File: src/rtl/stm_pkg.sv
package stm_pkg;
  typedef enum logic [2:0] {
    ST_IDLE,
    ST_SHOW,
    ST_START,
    ST_WAIT,
    ST_HOLD,
    ST_FINISH
  } seq_state_t;
endpackage

File: src/rtl/stm_btn_sync.sv
module stm_btn_sync #(
  parameter int N      = 2,
  parameter int STAGES = 2
) (
  input  logic         clk,
  input  logic         rst,
  input  logic [N-1:0] btn,
  output logic [N-1:0] press
);
  // One synchronizer chain per button, followed by one register for edge detection.
  for (genvar i = 0; i < N; i++) begin : g_btn
    logic [STAGES:0] sh;
    always_ff @(posedge clk) begin
      if (rst) sh <= '0;
      else     sh <= {sh[STAGES-1:0], btn[i]};
    end
    assign press[i] = sh[STAGES-1] & ~sh[STAGES];
  end
endmodule

File: src/rtl/stm_timer.sv
module stm_timer #(
  parameter int W = 8
) (
  input  logic         clk,
  input  logic         rst,
  input  logic         load,
  input  logic [W-1:0] val,
  output logic         zero
);
  logic [W-1:0] cnt;
  always_ff @(posedge clk) begin
    if (rst)              cnt <= '0;
    else if (load)        cnt <= val;
    else if (cnt != '0)   cnt <= cnt - W'(1);
  end
  assign zero = (cnt == '0);
endmodule

File: src/rtl/stm_core.sv
module stm_core
  import stm_pkg::*;
#(
  parameter int NUM_TESTS      = 8,
  parameter int BURN_LAST      = 6,
  parameter int CODE_W         = 4,
  parameter int HOLD_CYCLES    = 8,
  parameter int TIMEOUT_CYCLES = 1024,
  parameter int TMR_W          = 11
) (
  input  logic                 clk,
  input  logic                 rst,
  input  logic                 burn_in,
  input  logic                 ev_skip,
  input  logic                 ev_loop,
  input  logic [NUM_TESTS-1:0] test_done,
  input  logic [NUM_TESTS-1:0] test_pass,
  input  logic                 tmr_zero,
  output logic                 tmr_load,
  output logic [TMR_W-1:0]     tmr_val,
  output logic [NUM_TESTS-1:0] test_start,
  output logic [CODE_W-1:0]    code,
  output logic                 green,
  output logic                 red,
  output logic                 finished,
  output logic                 busy
);
  seq_state_t          state;
  logic [CODE_W-1:0]   idx;
  logic                burn, cont, skip_req, loop_req, last_pass;
  logic                sel_done, sel_pass, wait_end, wait_res, adv;
  logic [CODE_W-1:0]   last_idx;

  always_comb begin
    sel_done = 1'b0;
    sel_pass = 1'b0;
    for (int i = 0; i < NUM_TESTS; i++) begin
      if (idx == CODE_W'(i + 1)) begin
        sel_done = test_done[i];
        sel_pass = test_pass[i];
      end
    end
  end

  assign wait_end = sel_done | tmr_zero;
  assign wait_res = sel_done & sel_pass;
  assign adv      = (red & skip_req) | (last_pass & ~cont & ~loop_req);
  assign last_idx = burn ? CODE_W'(BURN_LAST) : CODE_W'(NUM_TESTS);

  assign tmr_load = (state == ST_IDLE) || (state == ST_START) ||
                    (state == ST_WAIT && wait_end) ||
                    (state == ST_HOLD && tmr_zero);
  assign tmr_val  = (state == ST_START) ? TMR_W'(TIMEOUT_CYCLES) : TMR_W'(HOLD_CYCLES);

  always_ff @(posedge clk) begin
    if (rst) begin
      state      <= ST_IDLE;
      idx        <= '0;
      burn       <= 1'b0;
      cont       <= 1'b0;
      skip_req   <= 1'b0;
      loop_req   <= 1'b0;
      last_pass  <= 1'b0;
      test_start <= '0;
      green      <= 1'b0;
      red        <= 1'b0;
      finished   <= 1'b0;
    end else begin
      test_start <= '0;
      if (ev_skip && red) skip_req <= 1'b1;
      if (ev_loop && red) loop_req <= 1'b1;
      case (state)
        ST_IDLE: begin
          burn  <= burn_in;
          idx   <= CODE_W'(1);
          state <= ST_SHOW;
        end
        ST_SHOW: begin
          if (tmr_zero) state <= ST_START;
        end
        ST_START: begin
          for (int i = 0; i < NUM_TESTS; i++)
            test_start[i] <= (idx == CODE_W'(i + 1));
          green <= 1'b0;
          state <= ST_WAIT;
        end
        ST_WAIT: begin
          if (wait_end) begin
            green     <= wait_res;
            last_pass <= wait_res;
            if (!wait_res) red <= 1'b1;
            state <= ST_HOLD;
          end
        end
        ST_HOLD: begin
          if (tmr_zero) begin
            if (loop_req) begin
              cont     <= 1'b1;
              loop_req <= 1'b0;
            end
            if (adv) begin
              red      <= 1'b0;
              cont     <= 1'b0;
              skip_req <= 1'b0;
              loop_req <= 1'b0;
              if (idx == last_idx) begin
                if (burn) begin
                  idx   <= CODE_W'(1);
                  state <= ST_SHOW;
                end else begin
                  finished <= 1'b1;
                  state    <= ST_FINISH;
                end
              end else begin
                idx   <= idx + CODE_W'(1);
                state <= ST_SHOW;
              end
            end else begin
              state <= ST_SHOW;
            end
          end
        end
        default: state <= ST_FINISH;
      endcase
    end
  end

  assign code = idx;
  assign busy = (state == ST_WAIT);
endmodule

File: src/rtl/selftest_seq.sv
module selftest_seq #(
  parameter int NUM_TESTS      = 8,
  parameter int BURN_LAST      = 6,
  parameter int CODE_W         = 4,
  parameter int HOLD_CYCLES    = 8,
  parameter int TIMEOUT_CYCLES = 1024,
  parameter int SYNC_STAGES    = 2
) (
  input  logic                 clk,
  input  logic                 rst,
  input  logic                 burn_in,
  input  logic                 btn_skip,
  input  logic                 btn_loop,
  input  logic [NUM_TESTS-1:0] test_done,
  input  logic [NUM_TESTS-1:0] test_pass,
  output logic [NUM_TESTS-1:0] test_start,
  output logic [CODE_W-1:0]    code_led,
  output logic                 green_led,
  output logic                 red_led,
  output logic                 seq_done
);
  localparam int TMAX  = (TIMEOUT_CYCLES > HOLD_CYCLES) ? TIMEOUT_CYCLES : HOLD_CYCLES;
  localparam int TMR_W = $clog2(TMAX + 1);

  logic [1:0]       press;
  logic             tmr_load, tmr_zero, core_busy;
  logic [TMR_W-1:0] tmr_val;

  stm_btn_sync #(.N(2), .STAGES(SYNC_STAGES)) u_btn (
    .clk(clk), .rst(rst), .btn({btn_loop, btn_skip}), .press(press)
  );

  stm_timer #(.W(TMR_W)) u_tmr (
    .clk(clk), .rst(rst), .load(tmr_load), .val(tmr_val), .zero(tmr_zero)
  );

  stm_core #(
    .NUM_TESTS(NUM_TESTS), .BURN_LAST(BURN_LAST), .CODE_W(CODE_W),
    .HOLD_CYCLES(HOLD_CYCLES), .TIMEOUT_CYCLES(TIMEOUT_CYCLES), .TMR_W(TMR_W)
  ) u_core (
    .clk(clk), .rst(rst), .burn_in(burn_in),
    .ev_skip(press[0]), .ev_loop(press[1]),
    .test_done(test_done), .test_pass(test_pass),
    .tmr_zero(tmr_zero), .tmr_load(tmr_load), .tmr_val(tmr_val),
    .test_start(test_start), .code(code_led),
    .green(green_led), .red(red_led), .finished(seq_done), .busy(core_busy)
  );
endmodule

File: config.mk
export PLATFORM = sky130hd
export DESIGN_NAME = selftest_seq
export DESIGN_NICKNAME = d
export VERILOG_FILES = /design/src/rtl/stm_pkg.sv /design/src/rtl/stm_btn_sync.sv /design/src/rtl/stm_timer.sv /design/src/rtl/stm_core.sv /design/src/rtl/selftest_seq.sv
export SDC_FILE = /design/constraint.sdc
export NUM_CORES = 1
export LEC_CHECK = 0
export ABC_AREA = 1
export BUFFER_PORTS_ARGS = -buffer_cell sky130_fd_sc_hd__buf_2
export CAP_MARGIN = 40
export CORE_ASPECT_RATIO = 0.9
export CORE_MARGIN = 5
export CORE_UTILIZATION = 35
export CTS_BUF_LIST = sky130_fd_sc_hd__clkbuf_4 sky130_fd_sc_hd__clkbuf_8 sky130_fd_sc_hd__clkbuf_16
export DETAILED_ROUTE_END_ITERATION = 7
export SLEW_MARGIN = 20
export SYNTH_ARGS = -nofsm -noshare
export SYNTH_HDL_FRONTEND = slang
export SYNTH_HIERARCHICAL = 1
export SYNTH_SLANG_ARGS = --single-unit
File: constraint.sdc
create_clock -name clk -period 6.5 [get_ports clk]
set_clock_uncertainty 0.1 [all_clocks]
set_input_delay 0.65 -clock clk [delete_from_list [all_inputs] [get_ports clk]]
set_output_delay 0.65 -clock clk [all_outputs]
set_load 0.05 [all_outputs]
## After elaboration in Yosys (flattened, before gate mapping)

Index checks and enable logic that the tools add are counted.

| word-level totals | value |
|---|---|
| flip-flop bits (word level) | 40 |
| logic and storage cells | 122 |
| input port bits | 21 |
| output and inout port bits | 15 |

| operators by class | value |
|---|---|
| multiplexer cells | 50 |
| reduce and logical (&&, ||, !) cells | 23 |
| bitwise logic cells | 14 |
| equal/unequal tests | 19 |
| add/sub/neg operators | 2 |

Operator list:

| kind | count |
|---|---|
| 2-to-1 mux 11 bit | 3 |
| 2-to-1 mux 1 bit | 32 |
| 2-to-1 mux 4 bit | 5 |
| 2-to-1 mux 3 bit | 6 |
| equality test 4 x 3 -> 1 bit (second input constant) | 4 |
| one-hot mux 3 bit (5 select lines) | 1 |
| logical NOT 11 bit | 1 |
| nonzero test 11 bit | 1 |
| subtractor 11 x 1 -> 11 bit (second input constant) | 1 |
| AND reduction 5 bit | 2 |
| nonzero test 2 bit | 5 |
| equality test 4 x 2 -> 1 bit (second input constant) | 2 |
| != test 2 x 1 -> 1 bit (second input constant) | 4 |
| one-hot mux 4 bit (2 select lines) | 1 |
| bitwise AND 1 bit | 6 |
| equality test 3 x 2 -> 1 bit (second input constant) | 2 |
| NOT 1 bit | 6 |
| AND reduction 3 bit | 2 |
| adder 4 x 1 -> 4 bit (second input constant) | 1 |
| equality test 4 x 1 -> 1 bit (second input constant) | 1 |
| equality test 4 bit | 1 |
| equality test 4 bit (second input constant) | 1 |
| logical AND 1 bit | 4 |
| one-hot mux 1 bit (2 select lines) | 2 |
| 10 further kinds | 14 |

## Longest topological paths before layout

Gate-level depths: netlist of the first run.

| logic depth | value |
|---|---|
| depth after elaboration | 14 |
| depth in mapped cells | 20 |
| mapped depth without buffers | 18 |

## Cells and area by module

The synthesis of the first run kept the hierarchy.

Modules (own cells, without submodules):

| module | instances | area each (um2) | seq. area each (um2) | cells each |
|---|---|---|---|---|
| stm_core | 1 | 1428.9 | 460.4 | 210 |
| stm_timer | 1 | 739.5 | 220.2 | 117 |
| stm_btn_sync | 1 | 172.7 | 120.1 | 20 |

## Worst setup path after synthesis of the first run

OpenSTA, ideal clock, no wires.

| timing path | value |
|---|---|
| path kind | flip-flop to flip-flop |
| start point | register u_core.idx[0] (netlist: u_core/code[0]) |
| end point | register u_tmr.cnt[6] |
| buffers on the path | 1 |
| data required time | 6.334 ns |
| period minus slack after synthesis | 2.602 ns |
| path slack | 3.898 ns |
| stages on the path, launching flop included | 19 |
| arrival | 2.436 ns |
| library setup time | 0.066 ns |
| cell sequence | dfxtp_1 > inv_1 > ha_1 > inv_1 > nor2_2 > inv_1 > nand2_1 > inv_1 > nand2_1 > nand2_2 > nand4_1 > nand2_2 > nand3_1 > inv_1 > buf_2 > nand2_1 > o21ai_0 > nand2_1 > nor2_1 |

| between the ends | value |
|---|---|
| cells in the longest elaborated chain, start to end | 14 |
| elaborated cells between the ends (all ways) | 22 |
| those cells by class | eq/ne: 8; mux: 9; bitwise: 1; reduce/logical: 4 |

RTL lines:

| item | line | source |
|---|---|---|
| start: declaration | stm_core.sv:29 | `logic [CODE_W-1:0] idx;` |
| start signal: assignment | stm_core.sv:115 | `idx <= idx + CODE_W'(1);` |
| equality test 4 x 1 -> 1 bit | stm_core.sv:38 | `if (idx == CODE_W'(i + 1)) begin` |
| 2-to-1 mux 1 bit (7 in series) | stm_core.sv:38 |  |
| 2-to-1 mux 1 bit * | stm_core.sv:38 |  |
| bitwise OR 1 bit * | stm_core.sv:45 | `assign wait_end = sel_done \| tmr_zero;` |
| logical AND 1 bit * | stm_core.sv:51 | `(state == ST_WAIT && wait_end) \|\|` |
| logical OR 1 bit * | stm_core.sv:50 | `assign tmr_load = (state == ST_IDLE) \|\| (state == ST_START) \|\|` |
| logical OR 1 bit * | stm_core.sv:51 |  |
| via tmr_load | selftest_seq.sv:26 | `logic tmr_load, tmr_zero, core_busy;` |
| 2-to-1 mux 11 bit / nonzero test 2 bit (equally long branches) | - |  |
| end signal: assignment | stm_timer.sv:13 | `else if (load) cnt <= val;` |
| end signal: assignment | stm_timer.sv:14 | `else if (cnt != '0) cnt <= cnt - W'(1);` |
| end: declaration | stm_timer.sv:10 | `logic [W-1:0] cnt;` |

The timed path passes the listed nets; every way through them passes the cells marked *.
A chain may end at the register's enable or synchronous reset.

## Final worst setup path of the first run

| timing path | value |
|---|---|
| start point | register u_tmr.cnt[0] |
| end point | register u_tmr.cnt[8] |

| between the ends | value |
|---|---|
| cells in the longest elaborated chain, start to end | 6 |
| elaborated cells between the ends (all ways) | 11 |
| those cells by class | add/sub: 1; mux: 2; bitwise: 1; reduce/logical: 7 |

RTL lines:

| item | line | source |
|---|---|---|
| logical NOT 11 bit * | stm_timer.sv:16 | `assign zero = (cnt == '0);` |
| via tmr_zero | selftest_seq.sv:26 |  |
| bitwise OR 1 bit | stm_core.sv:45 |  |
| logical AND 1 bit | stm_core.sv:51 |  |
| logical OR 1 bit | stm_core.sv:50 |  |
| logical OR 1 bit * | stm_core.sv:51 |  |
| via tmr_load | selftest_seq.sv:26 |  |
| 2-to-1 mux 11 bit / nonzero test 2 bit (equally long branches) | - |  |

The timed path passes the listed nets; every way through them passes the cells marked *. The select of a mux whose other input is x is not followed.

==> results of run 1 <==
==> how the worst min path moves through the flow <==
stage          cells after the start                  from                    to
2_1_floorplan                      2  u_btn/g_btn[0].sh[0]  u_btn/g_btn[0].sh[1]
3_3_place_gp                       2  u_btn/g_btn[0].sh[0]  u_btn/g_btn[0].sh[1]
3_5_place_dp                       2  u_btn/g_btn[0].sh[0]  u_btn/g_btn[0].sh[1]
4_1_cts                            2  u_btn/g_btn[0].sh[0]  u_btn/g_btn[0].sh[1]
5_1_grt                            2  u_btn/g_btn[1].sh[0]  u_btn/g_btn[1].sh[1]
6_report                           2  u_btn/g_btn[0].sh[0]  u_btn/g_btn[0].sh[1]
==> cell usage after synthesis (2+ instances only) <==
master / number
o21ai_0: 12
nand2_2: 5
nor3_1: 5
nand2_4: 4
nor4_1: 2
a21oi_2: 4
nor2_1: 61
dfxtp_1: 40
inv_1: 54
buf_4: 9
buf_6: 2
nand3_1: 24
ha_1: 5
nand3_2: 4
nor2_2: 5
inv_2: 2
nor2_4: 2
buf_2: 2
xor2_1: 2
nand2_1: 68
or2_2: 2
a21oi_1: 11
nand4_1: 7
==> per-layer routing <==
| layer | global-route usage [%] | up-vias | wire length [µm] |
|---|---|---|---|
| met3 | 2.84 | 2 | 300 |
| met5 | 0 | - | 0 |
| li1 | - | 1132 | - |
| met1 | 18.4 | 945 | 2630 |
| met4 | 4.01 | 0 | 27 |
| met2 | 17.9 | 50 | 2070 |
==> kinds of logic (layout without fill, tap and decap cells) <==
group / Yosys count / count (layout)
simple gates: 194 / 194
buf+inv: 73 / 102
flops: 40 / 40
compound gates: 30 / 30
fa+ha+maj: 5 / 5
xor+xnor: 3 / 3
other cells: 1 / 9
mux: 1 / 1
==> power groups by stage <==
stage	clock network, µW	logic, µW	registers (µW)
after floorplan	0	151	295
after global placement	0	192	291
after detailed placement	0	191	291
after CTS	210	192	286
after global routing	221	221	289
final	202	193	286
==> cells in the final DEF, fill, tap and decap left out, types with 2 or more instances in the layout <==
master	instances
nand2_2	5
clkinv_2	2
or2_2	2
a21oi_2	4
clkbuf_8	5
nor4_1	2
inv_2	2
nand2_4	4
nand2_1	68
inv_1	54
buf_2	35
nand4_1	7
nor3_1	5
a21oi_1	11
o21ai_0	12
conb_1	9
ha_1	5
nor2_2	5
nor2_1	61
dfxtp_1	40
nand3_1	24
nor2_4	2
nand3_2	4
xor2_1	2
==> critical path, cell delays in order (launching register included) <==
cell     delay (ns)
dfxtp_1        0.34
inv_1          0.13
ha_1           0.29
nand3_1        0.13
nor3_1         0.21
nand2_1        0.11
nor2_1         0.19
inv_1          0.13
nor2_1         0.17
inv_1          0.10
nand3_1        0.33
inv_1          0.32
or2_2          0.35
nand3_1        0.08
nor2_1         0.04
==> sequential cells by signal (all words and copies together) (netlist names) <==
| name | cells |
|---|---|
| u_tmr/cnt | 11 |
| u_core/test_start | 8 |
| u_core/last_pass | 1 |
| u_btn/g_btn.sh | 6 |
| u_core/burn | 1 |
| u_core/cont | 1 |
| u_core/finished | 1 |
| u_core/skip_req | 1 |
| u_core/state | 3 |
| u_core/red | 1 |
| u_core/green | 1 |
| u_core/loop_req | 1 |
| u_core/code | 4 |
==> per-stage QoR <==
stage / std cells / cell area, µm² / setup slack, ns / utilization (%) / hold slack, ns
2_1_floorplan: 355 / 2370 / 3.90 / - / 0.288
3_3_place_gp: 466 / 2550 / 3.53 / 39.0 / 0.290
3_5_place_dp: 466 / 2550 / 3.38 / 39.0 / 0.297
4_1_cts: 474 / 2670 / 3.36 / 40.7 / 0.309
5_1_grt: 474 / 2670 / 2.97 / 40.7 / 0.332
6_report: 474 / 2670 / 3.36 / 40.7 / 0.306
==> layout make-up <==
type,count,area share [%]
tap,90,4.22
clock buffer,5,2.58
multi-input combinational,242,46.4
clock inverter,3,1.60
sequential,40,30.0
inverter,59,8.63
timing repair buffer,35,6.57
==> impl_metrics.csv, run 1 <==
group,metric,value,unit
layout,nets,409,
power_and_ir_drop,p_per_area,256,mW/mm²
layout,multi_input_area,0.00124,mm²
place,dp_hpwl,3880,µm
setup_path,cp.required,6.56,ns
layout,syn2layout_area_growth,13.9,%
yosys,synth-adder-area-share,2.67,%
yosys,synth.distinct_cells,38,
global_routing,grt_pass1_vias,1808,
sta,period_needed,3.14,ns
cts,postCtsHoldBufs,0,
outcome,status,"completed",
layout,seqCellArea,801,µm²
cts,clk_pin_slew,0.08,ns
yosys,synth_compound_area_share,7.32,%
power_and_ir_drop,combPwrFrac,28.4,%
global_routing,grt_max_degree,25,
power_and_ir_drop,p_sw,238,µW
power_and_ir_drop,clkPwrFrac,29.7,%
cts,cts.repair.resized,0,
yosys,syn-instance-count,347,
layout,diodes,0,
power_and_ir_drop,swShare,34.8,%
routing,wl,5030,µm
yosys,synthMuxAreaShare,0.428,%
routing,first_iter_violations,126,
sta,period_share,48.4,%
power_and_ir_drop,sequentialPowerShare,41.9,%
yosys,synth_xor_area_share,1.12,%
setup_path,criticalPathCategory,"reg2reg",
power_and_ir_drop,p_total,682,µW
setup_path,r2r_slack,3.36,ns
layout,n_fill_cell,716,
cts,numCtsBuffers,5,
global_routing,antenna_found_initial,0,
cts,clock_path_buffers,2,
routing,num_vias,2129,
power_and_ir_drop,max-vdd-ir-drop,0.136,mV
setup_path,startpoint_type,"register",
routing,antenna_left,0,
die,die_w,96.2,µm
cts,clockRootBuffer,"clkbuf_8",
setup_path,cp-endpoint,"u_tmr/cnt[8]",
yosys,ys_warn_count,6,
routing,drc,0,
power_and_ir_drop,p_leak,0.00127,µW
setup_path,r2r-start,"u_tmr/cnt[0]",
routing,wl_per_cell,10.6,µm
yosys,synth_top_family_by_area,"simple AND/OR/NAND/NOR gates",
global_routing,grt_pass1_wl,8290,µm
sta,grt_setup_unrepaired,"false",
yosys,synth_top_area_share,34.2,%
yosys,synth.avg_cell_area,6.75,µm²
die,core,0.00655,mm²
cts,clock_latency,0.29,ns
die,die_h,87.6,µm
cts,htree_num_levels,2,
setup_path,path_max_fanout,13,
global_routing,grt_use_total,12.5,%
setup_path,critPathCaptureType,"register",
sta,fmax,318,MHz
setup_path,r2r-end,"u_tmr/cnt[8]",
yosys,ys_ff_latch,40,
die,start_util,35.7,%
routing,dr.pass1.iters,4,
sta,final-setup-viol-count,0,
die,io_pins,36,
run,max_cap_viol_count,0,
setup_path,ff2ff_path_depth,14,
global_routing,gr-total-overflow,0,
power_and_ir_drop,p_int,444,µW
cts,cts.sinks,40,
place,io_buffers,35,
sta,slew_violations,0,
place,gp_congestion,0.874,
yosys,synth_edf_count,0,
yosys,yosys.area_share.simple,39.8,%
yosys,ys.flop_type,"dfxtp_1",
setup_path,crit_start,"u_tmr/cnt[0]",
sta,tns,0,ns
cts,cts_setup_buffers,0,
layout,drive_above_1_share,20.1,%
yosys,synth_area_leaders,"dfxtp_1 (34%), nand2_1 (11%), nor2_1 (9.8%)",
routing,vias_per_cell,4.49,
min_path,worstHoldPathType,"reg2reg",
yosys,netlist_area,0.00234,mm²
yosys,synth_top_area_cell,"dfxtp_1",
yosys,synth-async-reset-ratio,0,%
cts,cts_tree,"done",
die,dieArea,0.00843,mm²
die,row_count,28,
sta,hold_viol,0,
setup_path,cp.arrival,3.20,ns
yosys,synth_seq_area_share,34.2,%
Power figures use the tool's default switching activity.
==> run 2: changes to the inputs <==
--- a/config.mk
+++ b/config.mk
@@ -5,7 +5,7 @@
 export SDC_FILE = /design/constraint.sdc
 export NUM_CORES = 1
 export LEC_CHECK = 0
-export ABC_AREA = 1
+export ABC_AREA = 0
 export BUFFER_PORTS_ARGS = -buffer_cell sky130_fd_sc_hd__buf_2
 export CAP_MARGIN = 40
 export CORE_ASPECT_RATIO = 0.9
==> constraint.sdc (replaced) <==
create_clock -name clk -period 3 [get_ports clk]
set_clock_uncertainty 0.1 [all_clocks]
set_input_delay 0.3 -clock clk [delete_from_list [all_inputs] [get_ports clk]]
set_output_delay 0.3 -clock clk [all_outputs]
set_load 0.05 [all_outputs]
==> impl_metrics.csv, run 2 <==
group,metric,value,unit
outcome,status,"completed",
power_and_ir_drop,p_leak,0.00102,µW
run,max_cap_viol_count,0,
setup_path,r2r-start,"u_core/code[0]",
place,gp_congestion,0.777,
setup_path,r2r-end,"u_tmr/cnt[0]",
place,pre_cts_ws,0.184,ns
routing,antenna_left,0,
die,core,0.00611,mm²
setup_path,cp-endpoint,"u_tmr/cnt[0]",
routing,vias_per_cell,5.06,
sta,period_share,91.1,%
sta,maxSlewHeadroom,61.8,%
setup_path,criticalPathCategory,"reg2reg",
cts,htree_num_levels,2,
layout,top_register,"u_tmr/cnt",
sta,tns,0,ns
yosys,ys_warn_count,6,
routing,drc,0,
yosys,ys.flop_type,"dfxtp_1",
die,dieArea,0.00794,mm²
yosys,synth-async-reset-ratio,0,%
yosys,yosysMostFrequentCell,"dfxtp_1",
place,dpl.cell_count,371,
layout,final_util,41.8,%
cts,postCtsHoldBufs,0,
layout,drive_above_1_share,21.9,%
global_routing,grt_pass1_wl,8070,µm
yosys,synth_common_cells,"dfxtp_1 (40), nor2_1 (24), a21oi_1 (18), nand2_1 (18), nor2b_1 (13)",
place,dp_hpwl,3560,µm
layout,final_cells,379,
yosys,syn-instance-count,253,
yosys,synth_seq_area_share,36.6,%
cts,cts.sinks,40,
global_routing,gr-total-overflow,0,
yosys,netlist_area,0.00219,mm²
cts,clockRootBuffer,"clkbuf_8",
yosys,ys_ff_latch,40,
sta,hold_viol,0,
layout,largestRegisters,"u_tmr/cnt x11, u_core/test_start x8, u_btn/g_btn.sh x6",
layout,syn2layout_area_growth,16.6,%
routing,dr.pass1.iters,4,
sta,tightest_slew,0.568,ns
sta,final-setup-viol-count,0,
routing,first_iter_violations,76,
routing,wl,4850,µm
setup_path,critPathCaptureType,"register",
cts,clock_path_buffers,2,
cts,cts.repair.resized,0,
global_routing,antenna_found_initial,0,
cts,cts_tree,"done",
min_path,worstHoldPathType,"in2reg",
global_routing,grt_pass1_vias,1723,
setup_path,path_max_fanout,10,
layout,final_common_cell,"dfxtp_1",
cts,numCtsBuffers,5,
setup_path,cp.required,3.08,ns
yosys,synth_top_area_share,36.6,%
die,die_w,93.4,µm
yosys,synth_edf_count,0,
layout,final_cell_mix,"dfxtp_1 (39), buf_2 (35), nor2_1 (24)",
die,io_pins,36,
sta,slew_violations,0,
setup_path,startpoint_type,"register",
layout,final_cell_area,0.00255,mm²
sta,fmax,366,MHz
yosys,synth_area_leaders,"dfxtp_1 (37%), a21oi_1 (4.1%), nor2_1 (4.1%)",
cts,cts_setup_buffers,0,
global_routing,grt_max_degree,19,
routing,wl_per_cell,12.8,µm
yosys,synth.avg_cell_area,8.66,µm²
sta,worst_slack,0.268,ns
layout,nets,317,
die,die_h,85.1,µm
setup_path,cp.arrival,2.81,ns
routing,num_vias,1917,
layout,largest_register_ffs,11,
setup_path,crit_start,"u_core/code[0]",
cts,clock_latency,0.29,ns
yosys,synth.distinct_cells,62,
power_and_ir_drop,p_per_area,482,mW/mm²
die,row_count,27,
cts,clk_pin_slew,0.08,ns
place,place_area,0.00244,mm²
setup_path,ff2ff_path_depth,10,
sta,period_needed,2.73,ns
layout,diodes,0,
global_routing,grt_use_total,12.4,%
setup_path,r2r_slack,0.27,ns
die,start_util,35.8,%
power_and_ir_drop,max-vdd-ir-drop,0.261,mV
yosys,synth_top_area_cell,"dfxtp_1",
sta,grt_setup_unrepaired,"false",
place,io_buffers,35,
[run 2: cell count changes in the layout (fill, tap and decap cells not counted), sizes merged, moves of 4 or more]
| cell | before | now |
|---|---|---|
| nand2b | 0 | 7 |
| a2111oi | 0 | 4 |
| nor2b | 0 | 13 |
| nand3b | 1 | 5 |
| or4 | 0 | 4 |
| and2 | 0 | 7 |
| buf | 35 | 43 |
| nand3 | 29 | 3 |
| nand4 | 8 | 1 |
| nor2 | 69 | 24 |
| inv | 57 | 9 |
| o21ai | 12 | 8 |
| nand2 | 77 | 18 |
| nor4 | 2 | 6 |
[run 2: through the flow]
stage                     hold WS, ns  total power, µW
after floorplan                 0.272              750
final                           0.112             1230
after global routing            0.112             1300
after global placement          0.317              802
after CTS                      0.0981             1250
after detailed placement        0.328              801
[run 2: logic make-up after synthesis]
logic type | count (synthesis) | share of synthesized area, %
flops | 40 | 36.6
compound gates | 63 | 21.5
simple gates | 110 | 29.9
buf+inv | 30 | 7.42
other cells | 1 | 0.171
fa+ha+maj | 5 | 2.86
xor+xnor | 3 | 1.20
mux | 1 | 0.457
[run 2: report_power, final]
part / switching, µW / internal, µW
registers: 34.3 / 556
clock network: 193 / 246
logic: 109 / 92.3
total: 337 / 895
[run 2: layer usage]
layer  track usage [%]  vias to the layer above  share of wire, %  wire length [µm]
li1                  -                      981                 -                 -
met1              16.2                      901                48              2350
met2              20.1                       30                48              2310
met3              2.57                        5               2.8               134
met4              4.79                        0               1.0                49
met5                 0                        -                 0                 0
[run 2: worst min-delay path by stage]
stage                    startpoint              endpoint  slack (ns)  cells past startpoint
2_1_floorplan                   rst  u_btn/g_btn[0].sh[0]        0.27                      1
3_3_place_gp   u_btn/g_btn[1].sh[0]  u_btn/g_btn[1].sh[1]        0.32                      1
3_5_place_dp   u_btn/g_btn[1].sh[0]  u_btn/g_btn[1].sh[1]        0.33                      1
4_1_cts                    btn_loop  u_btn/g_btn[1].sh[0]         0.1                      2
5_1_grt                    btn_loop  u_btn/g_btn[1].sh[0]        0.11                      2
6_report                   btn_loop  u_btn/g_btn[1].sh[0]        0.11                      2
[run 2: area by class of cell]
type	count	area (µm²)
Clock buffer	5	68.8
Clock inverter	3	42.5
Fill cell	630	3560
Inverter	10	37.5
Multi-Input combinational cell	191	1260
Sequential cell	40	802
Tap cell	87	109
Timing Repair Buffer	43	235
[run 2: worst max-delay path, stage by stage (launching register included)]
cell and delay [ns]:
dfxtp_2 0.43, inv_1 0.10, ha_1 0.32, nand3b_4 0.21, a2111oi_4 0.35, o211ai_2 0.17
nand2_1 0.13, a21o_2 0.23, clkinv_1 0.13, and4_1 0.19, a311o_1 0.27
